<file path="src/rtl/udiv_pkg.sv">
package udiv_pkg;

  typedef enum logic {
    ST_IDLE = 1'b0,
    ST_RUN  = 1'b1
  } udiv_state_e;

  function automatic int unsigned cnt_width(int unsigned n);
    return (n > 1) ? $clog2(n) : 1;
  endfunction

endpackage

</file>
<file path="src/rtl/udiv_step.sv">
// One restoring step: shift {t,n} left, compare on DW+1 bits, subtract if fits.
module udiv_step #(
  parameter int unsigned DW = 16
) (
  input  logic [DW-1:0] t_i,
  input  logic [DW-1:0] n_i,
  input  logic [DW-1:0] d_i,
  output logic [DW-1:0] t_o,
  output logic [DW-1:0] n_o
);

  localparam int unsigned EW = DW + 1;

  logic [EW-1:0] ext;
  logic [EW-1:0] dext;
  logic          fits;

  assign ext  = {t_i, n_i[DW-1]};
  assign dext = {1'b0, d_i};
  assign fits = (ext >= dext);

  always_comb begin
    if (fits) t_o = DW'(ext - dext);
    else      t_o = ext[DW-1:0];
    n_o = {n_i[DW-2:0], fits};
  end

endmodule

</file>
<file path="src/rtl/udiv_ctrl.sv">
module udiv_ctrl
  import udiv_pkg::*;
#(
  parameter int unsigned DW = 16
) (
  input  logic clk_i,
  input  logic rst_ni,
  input  logic start_i,
  input  logic ovf_i,
  output logic load_o,
  output logic step_o,
  output logic busy_o,
  output logic done_o
);

  localparam int unsigned    CW   = cnt_width(DW);
  localparam logic [CW-1:0]  LAST = CW'(DW - 1);

  udiv_state_e   state_q;
  logic [CW-1:0] cnt_q;
  logic          done_q;

  assign load_o = start_i && (state_q == ST_IDLE);
  assign step_o = (state_q == ST_RUN);
  assign busy_o = (state_q == ST_RUN);
  assign done_o = done_q;

  always_ff @(posedge clk_i or negedge rst_ni) begin
    if (!rst_ni) begin
      state_q <= ST_IDLE;
      cnt_q   <= '0;
      done_q  <= 1'b0;
    end else begin
      done_q <= 1'b0;
      unique case (state_q)
        ST_IDLE: begin
          if (start_i) begin
            cnt_q <= '0;
            if (ovf_i) done_q  <= 1'b1;
            else       state_q <= ST_RUN;
          end
        end
        ST_RUN: begin
          cnt_q <= cnt_q + 1'b1;
          if (cnt_q == LAST) begin
            state_q <= ST_IDLE;
            done_q  <= 1'b1;
          end
        end
        default: state_q <= ST_IDLE;
      endcase
    end
  end

  // accepted clean start enters run
  p_busy_start_r2: assert property (@(posedge clk_i) disable iff (!rst_ni)
    (load_o && !ovf_i) |=> busy_o);

  // run continues until the last step
  p_run_len_r4: assert property (@(posedge clk_i) disable iff (!rst_ni)
    (step_o && cnt_q != LAST) |=> step_o);

  // last step ends run with done
  p_last_done_r4: assert property (@(posedge clk_i) disable iff (!rst_ni)
    (step_o && cnt_q == LAST) |=> (done_o && !busy_o));

  // done is a single-cycle pulse unless a new start is accepted
  p_done_pulse_r7: assert property (@(posedge clk_i) disable iff (!rst_ni)
    (done_o && !start_i) |=> !done_o);

endmodule

</file>
<file path="src/rtl/udiv_iter.sv">
module udiv_iter #(
  parameter int unsigned DW = 16
) (
  input  logic          clk_i,
  input  logic          rst_ni,
  input  logic          start_i,
  input  logic [DW-1:0] dividend_hi_i,
  input  logic [DW-1:0] dividend_lo_i,
  input  logic [DW-1:0] divisor_i,
  output logic          busy_o,
  output logic          done_o,
  output logic [DW-1:0] quotient_o,
  output logic [DW-1:0] remainder_o,
  output logic          overflow_o
);

  logic [DW-1:0] t_q, n_q, n2_q;
  logic [DW-1:0] t_nxt, n_nxt;
  logic          ovf_req;
  logic          load, step;
  logic          ovf_q;

  // divisor 0 is covered: 0 <= any high half
  assign ovf_req = (divisor_i <= dividend_hi_i);

  udiv_ctrl #(.DW(DW)) u_ctrl (
    .clk_i  (clk_i),
    .rst_ni (rst_ni),
    .start_i(start_i),
    .ovf_i  (ovf_req),
    .load_o (load),
    .step_o (step),
    .busy_o (busy_o),
    .done_o (done_o)
  );

  udiv_step #(.DW(DW)) u_step (
    .t_i(t_q),
    .n_i(n_q),
    .d_i(n2_q),
    .t_o(t_nxt),
    .n_o(n_nxt)
  );

  always_ff @(posedge clk_i or negedge rst_ni) begin
    if (!rst_ni) begin
      t_q   <= '0;
      n_q   <= '0;
      n2_q  <= '0;
      ovf_q <= 1'b0;
    end else if (load) begin
      t_q   <= dividend_hi_i;
      n_q   <= dividend_lo_i;
      n2_q  <= divisor_i;
      ovf_q <= ovf_req;
    end else if (step) begin
      t_q <= t_nxt;
      n_q <= n_nxt;
    end
  end

  assign quotient_o  = n_q;
  assign remainder_o = t_q;
  assign overflow_o  = ovf_q;

  // an overflowed request never runs
  p_no_overflow_r3: assert property (@(posedge clk_i) disable iff (!rst_ni)
    overflow_o |-> !busy_o);

  // partial remainder stays below the divisor while running
  p_rem_bound_r5: assert property (@(posedge clk_i) disable iff (!rst_ni)
    busy_o |-> (t_q < n2_q));

  // operands are frozen while running
  p_hold_r8: assert property (@(posedge clk_i) disable iff (!rst_ni)
    busy_o |=> $stable(n2_q));

  // results hold while idle with no start
  p_hold_r7: assert property (@(posedge clk_i) disable iff (!rst_ni)
    (!busy_o && !start_i) |=> ($stable(quotient_o) && $stable(remainder_o) && $stable(overflow_o)));

endmodule

</file>
<file path="config.mk">
export PLATFORM = sky130hd
export DESIGN_NAME = udiv_iter
export DESIGN_NICKNAME = d
export VERILOG_FILES = /design/src/rtl/udiv_pkg.sv /design/src/rtl/udiv_step.sv /design/src/rtl/udiv_ctrl.sv /design/src/rtl/udiv_iter.sv
export SDC_FILE = /design/constraint.sdc
export NUM_CORES = 1
export LEC_CHECK = 0
export BUFFER_PORTS_ARGS = -buffer_cell sky130_fd_sc_hd__buf_2
export CAP_MARGIN = 20
export CORE_MARGIN = 8
export CORE_UTILIZATION = 50
export CTS_BUF_LIST = sky130_fd_sc_hd__clkbuf_8
export DETAILED_ROUTE_END_ITERATION = 12
export GPL_TIMING_DRIVEN = 0
export MAX_ROUTING_LAYER = met4
export PLACE_DENSITY = 0.77
export SKIP_CTS_REPAIR_TIMING = 1
export SLEW_MARGIN = 20
export SYNTH_ARGS = -nofsm -noshare
export SYNTH_HDL_FRONTEND = slang
export SYNTH_HIERARCHICAL = 1
export SYNTH_SLANG_ARGS = --single-unit
</file>
<file path="constraint.sdc">
create_clock -name clk_i -period 2.7 [get_ports clk_i]
set_clock_uncertainty 0.05 [all_clocks]
set_input_delay 0.27 -clock clk_i [delete_from_list [all_inputs] [get_ports clk_i]]
set_output_delay 0.27 -clock clk_i [all_outputs]
set_load 0.005 [all_outputs]
</file>
After elaboration in Yosys (flattened, before gate mapping) --
Cells that the tools add are included.
Cells by class: $add $sub $neg 2, order comparisons 2, equal/unequal tests 2, muxes and demuxes 15, bitwise logic cells 1, reductions and logical operators 2
Operators with widths (count):
- 16-bit two-way mux | 5
- 17-bit by 16-bit greater-or-equal comparator with 1-bit output | 1
- 16-bit <= comparator | 1
- 16-bit subtractor | 1
- 4-bit case mux with 2 select lines | 1
- 1-bit two-way mux | 6
- 4-bit by 1-bit adder with 4-bit output (second input constant) | 1
- 4-bit == test (second input constant) | 1
- 4-bit two-way mux | 1
- 1-bit case mux with 2 select lines | 2
- 2-bit != test (second input constant) | 1
- 2-bit nonzero test | 1
- 1-bit logical AND | 1
- 1-bit NOT | 1
Word-level totals: flip-flop bits (word level) 55, input bits 51, output and inout port bits 35, logic and storage cells 31

Logic depth before layout (Yosys ltp) --
Gate-level depths: netlist (run 1).
word-level depth 4, gate-level depth with buffers 13, mapped depth without buffers 11

Modules after synthesis --
The synthesis (run 1) kept the hierarchy.
By module, submodules not included:
- udiv_iter | instances 1, cells each 235, area each 2501.1 sq um, seq. area each 1226.2 sq um
- udiv_step | instances 1, cells each 172, area each 1285.0 sq um, seq. area each 0.0 sq um
- udiv_ctrl | instances 1, cells each 25, area each 294.0 sq um, seq. area each 150.1 sq um

Least setup slack after synthesis (run 1) --
No wires, ideal clock.
path kind register -> register, from reg t_q[13] (netlist: remainder_o[13]), to reg t_q[11] (netlist: remainder_o[11]), setup time 0.132 ns, data arrival time 2.517 ns, required time 2.518 ns, slack 0.001 ns, cell stages (with the launch flop) 13, path buffers 2, clock period less this slack 2.699 ns, path through dfrtp_1 -> ha_1 -> buf_6 -> a21o_1 -> a211o_1 -> a41o_1 -> a31oi_4 -> o21a_4 -> inv_4 -> buf_12 -> mux2_4 -> mux2i_1 -> o21ai_1
On the way: word-level cells in the longest chain between the ends 4
RTL lines:
- from (decl) | RTL line udiv_iter.sv:17 | logic [DW-1:0] t_q, n_q, n2_q;
- from (signal assigned) | RTL line udiv_iter.sv:52 | t_q <= dividend_hi_i;
- from (signal assigned) | RTL line udiv_iter.sv:57 | t_q <= t_nxt;
- 17-bit by 16-bit greater-or-equal comparator with 1-bit output | RTL line udiv_step.sv:20 | assign fits = (ext >= dext);
- via u_step.fits | RTL line udiv_step.sv:16 | logic fits;
- 16-bit two-way mux | RTL line udiv_step.sv:23 | if (fits) t_o = DW'(ext - dext);
- via t_nxt[11] | RTL line udiv_iter.sv:18 | logic [DW-1:0] t_nxt, n_nxt;
- 16-bit two-way mux | RTL line udiv_iter.sv:56 | end else if (step) begin
- 16-bit two-way mux | RTL line udiv_iter.sv:51 | end else if (load) begin
The timed path passes the listed nets, and every way through them passes these cells. The select of a mux whose other input is x is not followed. A chain may end at the register's enable or synchronous reset.

Worst setup path after layout (run 1) --
from reg t_q[13] (netlist: remainder_o[13]), to reg t_q[14] (netlist: remainder_o[14])
On the way: word-level cells in the longest chain between the ends 4, elaborated cells between the ends (all ways) 5, classes of those cells 1 x add/sub; 1 x order compare; 3 x mux
RTL lines (RTL line):
- 16-bit subtractor / 17-bit by 16-bit greater-or-equal comparator with 1-bit output (equally long branches) | udiv_step.sv:23, udiv_step.sv:20
- 16-bit two-way mux (*) | udiv_step.sv:23
- via t_nxt[14] | udiv_iter.sv:18
- 16-bit two-way mux (*) | udiv_iter.sv:56
- 16-bit two-way mux (*) | udiv_iter.sv:51
Mark *: on every way through the listed nets, which the timed path passes. The rest lies on a longest branch. The select of a mux whose other input is x is not followed.

==> impl_metrics.tcl, run 1 <==
set metrics [dict create \
    status "finished with violations" \
    violations "hold timing, setup timing" \
    htreeDepth 2 \
    r2r_slack_ns -0.03 \
    max-cap-violations 0 \
    dp.final_hpwl_mm 8.18 \
    initial_core_util_pct 50.7 \
    critical_path_peak_fanout 4 \
    numCtsBuffers 5 \
    drt_iter0_markers 152 \
    synthTopCellsByArea "dfrtp_1, ha_1, mux2i_1" \
    crit_path_start_kind "register" \
    ys_types 58 \
    syn-cell-area_um2 4080 \
    final_cells 644 \
    whs_ns -0.0579 \
    die_area_um2 11300 \
    yosysWarnings 6 \
    wire_per_inst_um 17.0 \
    insertion_delay_ns 0.31 \
    powerDensity_nw_per_um2 1560 \
    routed_wl_mm 10.9 \
    grt_pass1_vias 3683 \
    tightest_slew_ns 0.718 \
    max_slew_margin_pct 52.1 \
    ioPinCount 86 \
    worst_ep_arrival_time_ns 2.92 \
    nFillCells 680 \
    antenna_cells 0 \
    final-hold-violation-count 55 \
    areaGrowthSynthToFinish_pct 22.2 \
    rr_startpoint "remainder_o[13]" \
    dp.cells 622 \
    cts_buffer_depth 2 \
    clockRootBuffer "clkbuf_8" \
    finish.utilization_pct 61.9 \
    final-seq-area_um2 1380 \
    finalPower_mw 7.76 \
    vdd_drop_max_uv 537 \
    path_cells "ha_4 -> buf_4 -> nand2_1 -> nor2_1 -> a41o_1 -> a31oi_4 -> o21a_4 -> buf_4 -> o41ai_2 -> mux2i_1 -> o21ai_1" \
    synth_nets 517 \
    dieHeight_um 106 \
    setup_tns_ns -0.137 \
    syn_area_per_cell_um2 9.44 \
    cpLargestDelayFamily "compound AO/OA/AOI/OAI gates" \
    synth_top_area_share_pct 33.7 \
    power_leakage_nw 2.62 \
    synth.largest_area_cell "dfrtp_1" \
    fmax_mhz 367 \
    path_class "reg -> reg" \
    synth_flop_cell "dfrtp_1" \
    min_path_type "in -> async" \
    seq_area_frac_synth_pct 33.7 \
    rsz0062_at_grt "yes" \
    cp_slowest_stage_delay_ns 0.47 \
    cp_num_buf_inv 2 \
    grt_max_degree 56 \
    async_reset_ff_share_pct 100 \
    rows 33 \
    grt-ovfl-total 0 \
    worstPathRequired_ns 2.90 \
    grtUsageTotal_pct 19.1 \
    crit_start "remainder_o[13]" \
    drive_gt1_share_pct 33.2 \
    maxSlewViolCount 0 \
    via_count 3552 \
    cts.sinks 55 \
    die_w_um 106 \
    timing.final.ws_setup_ns -0.0260 \
    synth-edff-count 0 \
    cts_tree "built" \
    drt_first_pass_iters 4 \
    ant_nets 0 \
    drc 0 \
    via_per_inst 5.52 \
    syn_inst 432 \
    numPortBuffers 85 \
    nets 623 \
    synth-seq-cells 55 \
    antenna_found_initial 0 \
    coreArea_um2 8050 \
    cpMaxStageDelayCell "dfrtp_2" \
    path_depth 11 \
    path_clk_slew_ns 0.10 \
    gp_congestion 0.896 \
    reg2regPathDepth 11 \
    post-route-min-period_ns 2.73 \
    post-route-period-util_pct 101 \
    crit_path_end_kind "register" \
    r2r-end "remainder_o[14]" \
    grt_pass1_wl_mm 17.3 \
    critPathMostFrequentCell "buf_4" \
    multiInputGateArea_um2 2400 \
    report.final.setup_viol 9 \
]
## Yosys cell counts (9+ instances only)
cell       n
buf_4     20
o21ai_1   35
a21oi_1   16
ha_1      33
xnor2_1    9
clkbuf_1  10
mux2_1    16
mux2i_1   36
nand2_1   52
o21ai_0   11
mux2_4     9
inv_1     41
dfrtp_1   55
nor2_1    12
## registers in the layout, summed over array words and instances (netlist names)
signal and count:
n2_q 16, overflow_o 1, quotient_o 16, remainder_o 16, u_ctrl/busy_o 1, u_ctrl/cnt_q 4
u_ctrl/done_o 1
## placed cells by master, fill, tap and decap left out, types with 2 or more instances in the layout
| master | Yosys | layout |
|---|---|---|
| o21bai_1 | 4 | 2 |
| a41o_1 | 2 | 2 |
| a31oi_1 | 4 | 3 |
| xor2_1 | 4 | 4 |
| a211o_1 | 2 | 2 |
| buf_2 | 2 | 86 |
| nand2_1 | 52 | 52 |
| o21ai_1 | 35 | 35 |
| a211oi_1 | 2 | 2 |
| buf_1 | 2 | 2 |
| ha_4 | 0 | 4 |
| mux2_1 | 16 | 16 |
| nor2_1 | 12 | 12 |
| nand3_1 | 6 | 6 |
| ha_2 | 0 | 3 |
| o21ai_2 | 0 | 2 |
| mux2_4 | 9 | 9 |
| and2_1 | 2 | 2 |
| a21o_1 | 3 | 3 |
| buf_4 | 20 | 39 |
| nand4_1 | 6 | 6 |
| mux2i_1 | 36 | 36 |
| dfrtp_1 | 55 | 52 |
| inv_1 | 41 | 40 |
| clkbuf_8 | 0 | 6 |
| o21ai_0 | 11 | 9 |
| a21oi_1 | 16 | 15 |
| dfrtp_2 | 0 | 3 |
| ha_1 | 33 | 26 |
| xnor2_1 | 9 | 9 |
| mux2_2 | 4 | 4 |
| clkbuf_1 | 10 | 6 |
## area by class of cell
class | instances | area share [%]
multi-input cells | 298 | 48.2
flip-flops and latches | 55 | 27.7
repair buffers | 104 | 11.8
plain buffers | 32 | 4.44
inverters | 42 | 3.26
well taps | 105 | 2.63
clock buffers | 6 | 1.66
clock inverters | 2 | 0.326
## through the flow
stage	worst slack, ns	hold slack (ns)	cell area (um^2)
after CTS	-0.255	-0.0264	4740
after floorplan	0.000874	-0.0756	4080
final	-0.0260	-0.0579	4990
after detailed placement	-0.224	0.324	4640
after global placement	-0.212	0.420	4640
after global routing	-0.162	0.00146	4990
## power by group
| part | total [mW] | switching, mW | leakage [nW] | internal (mW) |
|---|---|---|---|---|
| registers | 1.64 | 0.363 | 0.654 | 1.28 |
| logic | 5.61 | 2.64 | 1.92 | 2.98 |
| clock network | 0.501 | 0.291 | 0.0474 | 0.210 |
## layer usage
metal	wire length (um)	share of wire [%]	up-vias	track usage (%)
met1	4500	41	1727	22.7
met3	480	4.4	26	1.81
met5	0	0	-	-
met2	5700	52	102	33.2
li1	-	-	1697	-
met4	270	2.5	0	6.23
## logic make-up (layout without fill, tap and decap cells)
group                      after synthesis  count (layout)  synth area share (%)
muxes                                   65              65                  17.7
AOI/OAI and AO/OA                       92              92                  14.1
adders and majority gates               34              34                  10.6
buffers and inverters                   79             186                  10.0
DFF                                     55              55                  33.7
xor gates and xnor gates                13              13                  2.79
and+or+nand+nor                         94              94                  11.1
## worst max path at each step
| stage | to | slack (ns) |
|---|---|---|
| after global routing | remainder_o[6] | -0.16 |
| after floorplan | remainder_o[11] | 0.0009 |
| after global placement | remainder_o[11] | -0.21 |
| after CTS | remainder_o[11] | -0.26 |
| final | remainder_o[14] | -0.03 |
| after detailed placement | remainder_o[11] | -0.22 |
(Power assumes the default switching activity.)
==> run 2, diff against run 1 <==
ABC_AREA = 1   (was unset)
PLACE_DENSITY = 0.76   (was 0.77)
==> impl_metrics.tcl, run 2 <==
set metrics [dict create \
    status "finished, final reports clean" \
    seq_area_frac_synth_pct 31.5 \
    layout_commonest_cell "nand2_1" \
    grt_pass1_vias 4305 \
    p_sw_share_pct 50.1 \
    die_area_um2 12000 \
    crit_path_start_kind "register" \
    post_dp_cell_area_um2 4940 \
    report.final.setup_viol 0 \
    grt-ovfl-total 0 \
    finish.utilization_pct 58.8 \
    yosysMostFrequentCell "nand2_1" \
    synth_flop_cell "dfrtp_1" \
    synth_top_area_share_pct 31.5 \
    synth-edff-count 0 \
    final_cell_area_um2 5050 \
    syn-cell-area_um2 4380 \
    cp_slowest_stage_delay_ns 0.44 \
    fmax_mhz 432 \
    numPortBuffers 85 \
    post-route-min-period_ns 2.31 \
    power_leakage_nw 2.96 \
    cp_num_buf_inv 1 \
    cts.sinks 55 \
    cts_buffer_depth 2 \
    wire_per_inst_um 14.4 \
    finalPower_mw 7.31 \
    synth-seq-cells 55 \
    insertion_delay_ns 0.31 \
    via_count 4203 \
    path_clk_slew_ns 0.11 \
    rows 34 \
    p_sw_mw 3.66 \
    min_path_type "in -> reg" \
    power_frac_clock_pct 7.1 \
    async_reset_ff_share_pct 100 \
    synth_nets 710 \
    grt_pass1_wl_mm 20.2 \
    dieHeight_um 110 \
    nets 803 \
    ioPinCount 86 \
    rsz0062_at_grt "no" \
    tightest_slew_ns 0.722 \
    worstPathRequired_ns 2.85 \
    vdd_drop_max_uv 666 \
    cpLargestDelayFamily "adder cells" \
    combPwrFrac_pct 71.2 \
    cts_tree "built" \
    drt_first_pass_iters 5 \
    grtUsageTotal_pct 21.7 \
    setup_tns_ns 0 \
    gp_congestion 0.918 \
    critPathMostFrequentCell "nand2_1" \
    cpMaxStageDelayCell "fa_1" \
    yosysWarnings 6 \
    drc 0 \
    path_depth 11 \
    ant_nets 0 \
    synth.largest_area_cell "dfrtp_1" \
    numCtsBuffers 5 \
    drt_iter0_markers 201 \
    synthTopCellsByArea "dfrtp_1, nand2_1, ha_1" \
    max_slew_margin_pct 51.9 \
    path_cells "inv_1 -> ha_1 -> fa_1 -> o21bai_1 -> nand2_1 -> nand3_1 -> nand2_1 -> nand3_2 -> nand2_1 -> nand3_1 -> o211ai_2" \
    antenna_cells 0 \
    final-hold-violation-count 0 \
    syn_inst 625 \
    post-route-period-util_pct 85.7 \
    grt_max_degree 56 \
    internal-power_mw 3.64 \
    coreArea_um2 8590 \
    initial_core_util_pct 50.9 \
    reg2regPathDepth 11 \
    path_class "reg -> reg" \
    dp.final_hpwl_mm 9.44 \
    crit_path_end_kind "register" \
    power_frac_seq_pct 21.7 \
    max-cap-violations 0 \
    drive_gt1_share_pct 23.9 \
    via_per_inst 5.08 \
    syn_area_per_cell_um2 7.00 \
    antenna_found_initial 0 \
    routed_wl_mm 11.9 \
    powerDensity_nw_per_um2 1450 \
    synth_top_cells_by_count "nand2_1, inv_1, nand3_1" \
    areaGrowthSynthToFinish_pct 15.4 \
    maxSlewViolCount 0 \
    worst_ep_arrival_time_ns 2.47 \
    final_cell_mix "nand2_1, buf_2, inv_1" \
    ys_types 33 \
    die_w_um 110 \
    htreeDepth 2 \
    critical_path_peak_fanout 3 \
    whs_path_depth 3 \
    clockRootBuffer "clkbuf_8" \
]
[run 2: through the flow]
stage          setup slack, ns  std cells  hold WS, ns
2_1_floorplan            0.728        625      -0.0756
3_3_place_gp             0.484        818        0.404
3_5_place_dp             0.454        818        0.330
4_1_cts                  0.409        826      -0.0292
5_1_grt                  0.174        827        0.110
6_report                 0.386        827        0.119
[run 2: final timing paths]
check / startpoint / endpoint / slack (ns)
min in group asynchronous: rst_ni / u_ctrl/cnt_q[0] / 0.49
worst min-delay path: divisor_i[15] / n2_q[15] / 0.12
max in group asynchronous: rst_ni / remainder_o[5] / 1.63
worst max register to register: quotient_o[15] / remainder_o[12] / 0.39
worst max-delay path: quotient_o[15] / remainder_o[12] / 0.39
worst min register to register: n2_q[14] / n2_q[14] / 0.43
[run 2: cell type report]
cell class	instances	area [um^2]
plain buffers	38	297
clock buffers	6	82.6
clock inverters	2	20.0
fillers	830	3540
inverters	86	323
multi-input cells	446	2380
flip-flops and latches	55	1380
well taps	108	135
repair buffers	86	438
[run 2: layer usage]
metal	up-vias	track usage, %	routed length (um)
met5	-	-	0
met4	0	7.04	274
met3	14	3.22	516
met2	120	36.0	5690
met1	1936	26.5	5450
li1	2133	-	-
[run 2: worst reg2reg max path: cells and delay by family, from the launching register on]
family,cells,cell delay [ns]
DFF,1,0.41
AOI/OAI and AO/OA,2,0.47
adders and majority gates,2,0.67
and+or+nand+nor,6,0.53
buffers and inverters,1,0.07
[run 2: kinds of logic after synthesis]
kind of cell	synth area share, %
and+or+nand+nor	35.8
buffers and inverters	14.2
DFF	31.5
AOI/OAI and AO/OA	7.46
adders and majority gates	9.89
xor gates and xnor gates	1.20
[run 2: power by group through the flow]
stage,clock network (mW),logic [mW],registers [mW]
floorplan,0,3.96,1.55
global placement,0,5.06,1.58
detailed placement,0,5.16,1.60
CTS,0.533,5.20,1.58
global route,0.564,5.94,1.65
finish,0.516,5.21,1.59
==> run 3, diff against run 2 <==
CTS_CLUSTER_SIZE = 14   (was unset)
clock period = 2.1 ns   (was 2.7 ns; I/O delays follow)
==> impl_metrics.tcl, run 3 (synthesis results as in run 2) <==
set metrics [dict create \
    path_class "reg -> reg" \
    report.final.setup_viol 15 \
    dp.cells 818 \
    drc 0 \
    die_w_um 110 \
    post_dp_cell_area_um2 4940 \
    power_frac_seq_pct 17.5 \
    grt-ovfl-total 0 \
    crit_path_start_kind "register" \
    routed_wl_mm 13.4 \
    gp_congestion 0.918 \
    r2r_slack_ns -0.07 \
    max-cap-violations 0 \
    min_path_type "in -> reg" \
    cts.sinks 55 \
    grt_pass1_wl_mm 20.2 \
    min_from "divisor_i[15]" \
    crit_path_end_kind "register" \
    critical_path_peak_fanout 5 \
    finish.utilization_pct 67.8 \
    rr_startpoint "n2_q[14]" \
    powerDensity_nw_per_um2 2080 \
    nets 836 \
    cts_tree "built" \
    power_leakage_nw 3.20 \
    drt_first_pass_iters 5 \
    insertion_delay_ns 0.32 \
    final_cells 860 \
    antenna_cells 0 \
    drt_iter0_markers 232 \
    dieHeight_um 110 \
    violations "setup timing" \
    numPortBuffers 85 \
    setup_tns_ns -0.469 \
    grt_max_degree 56 \
    status "finished with violations" \
    numCtsBuffers 5 \
    maxSlewViolCount 0 \
    clockRootBuffer "clkbuf_8" \
    htreeDepth 2 \
    antenna_found_initial 0 \
    max_slew_margin_pct 51.8 \
    pre_cts_slack_ns -0.146 \
    rsz0062_at_grt "yes" \
    grtUsageTotal_pct 21.7 \
    initial_core_util_pct 50.9 \
    via_count 4487 \
    min_to "n2_q[15]" \
    tightest_slew_ns 0.723 \
    r2r-end "remainder_o[14]" \
    drive_gt1_share_pct 39.1 \
    areaGrowthSynthToFinish_pct 33.1 \
    ant_nets 0 \
    p_sw_mw 5.84 \
    final_cell_area_um2 5820 \
    vdd_drop_max_uv 994 \
    whs_path_depth 3 \
    via_per_inst 5.22 \
    internal-power_mw 6.25 \
    layout_commonest_cell "nand2_1" \
    die_area_um2 12000 \
    rows 34 \
    combPwrFrac_pct 77.0 \
    wire_per_inst_um 15.6 \
    grt_pass1_vias 4305 \
    final-hold-violation-count 0 \
    coreArea_um2 8590 \
    ioPinCount 86 \
    post-route-min-period_ns 2.17 \
    worstPathRequired_ns 2.26 \
    post-route-period-util_pct 104 \
    nFillCells 720 \
    path_clk_slew_ns 0.11 \
    p_sw_share_pct 48.3 \
    timing.final.ws_setup_ns -0.0744 \
    cts_buffer_depth 2 \
    dp.final_hpwl_mm 9.44 \
    final_cell_mix "nand2_1, buf_2, inv_1" \
    worst_ep_arrival_time_ns 2.33 \
    reg2regPathDepth 14 \
    power_frac_clock_pct 5.6 \
    fmax_mhz 460 \
]
==> run 3: cell count changes in the layout (fill, tap and decap cells not counted), sizes merged <==
| cell | change |
|---|---|
| buf | +30 |
| clkbuf | +3 |
==> run 3: layer usage <==
metal,vias to the layer above,share of wire (%),global-route usage (%)
met3,42,6.5,3.22
met2,176,48,36.0
met1,2070,42,26.5
met4,0,3.8,7.04
li1,2199,-,-
met5,-,0,-
==> run 3: per-stage QoR <==
step | power [mW] | hold WS (ns)
CTS | 9.41 | -0.0892
detailed placement | 8.70 | 0.270
finish | 12.1 | 0.0508
global route | 13.1 | 0.0553
floorplan | 7.09 | -0.136
global placement | 8.53 | 0.377
==> run 3: power groups by stage <==
stage	sequential [mW]	combinational (mW)	clock [mW]
finish	2.11	9.30	0.675
global placement	2.03	6.50	0
global route	2.18	10.2	0.721
floorplan	1.99	5.09	0
detailed placement	2.06	6.64	0
CTS	2.04	6.69	0.685
==> run 3: area by class of cell <==
cell class / instances / area (um^2) / area share, %
inverter: 86 / 328 / 5.63
clock buffer: 6 / 82.6 / 1.42
buffer: 38 / 308 / 5.28
clock inverter: 2 / 20.0 / 0.344
tap: 108 / 135 / 2.32
multi-input combinational: 446 / 2800 / 48.0
sequential: 55 / 1390 / 23.9
timing repair buffer: 119 / 763 / 13.1
==> run 3: how the worst max path moves through the flow <==
stage | cells after the start | slack (ns) | end | start
finish | 14 | -0.07 | remainder_o[14] | n2_q[14]
global route | 13 | -0.16 | remainder_o[14] | remainder_o[9]
CTS | 11 | -0.19 | remainder_o[12] | quotient_o[15]
detailed placement | 11 | -0.15 | remainder_o[12] | quotient_o[15]
global placement | 11 | -0.12 | remainder_o[12] | quotient_o[15]
floorplan | 15 | 0.13 | remainder_o[12] | remainder_o[2]
==> run 3: worst max-delay path: stages (launching register included) <==
cell	delay, ns
dfrtp_1	0.40
inv_2	0.09
ha_4	0.23
a21oi_4	0.13
nor2_1	0.07
nor2_1	0.14
nand2_1	0.10
nor2_2	0.15
nand2_4	0.10
buf_8	0.15
clkbuf_16	0.16
nand3_2	0.06
nand2_1	0.07
nand3_2	0.08
o211ai_2	0.08
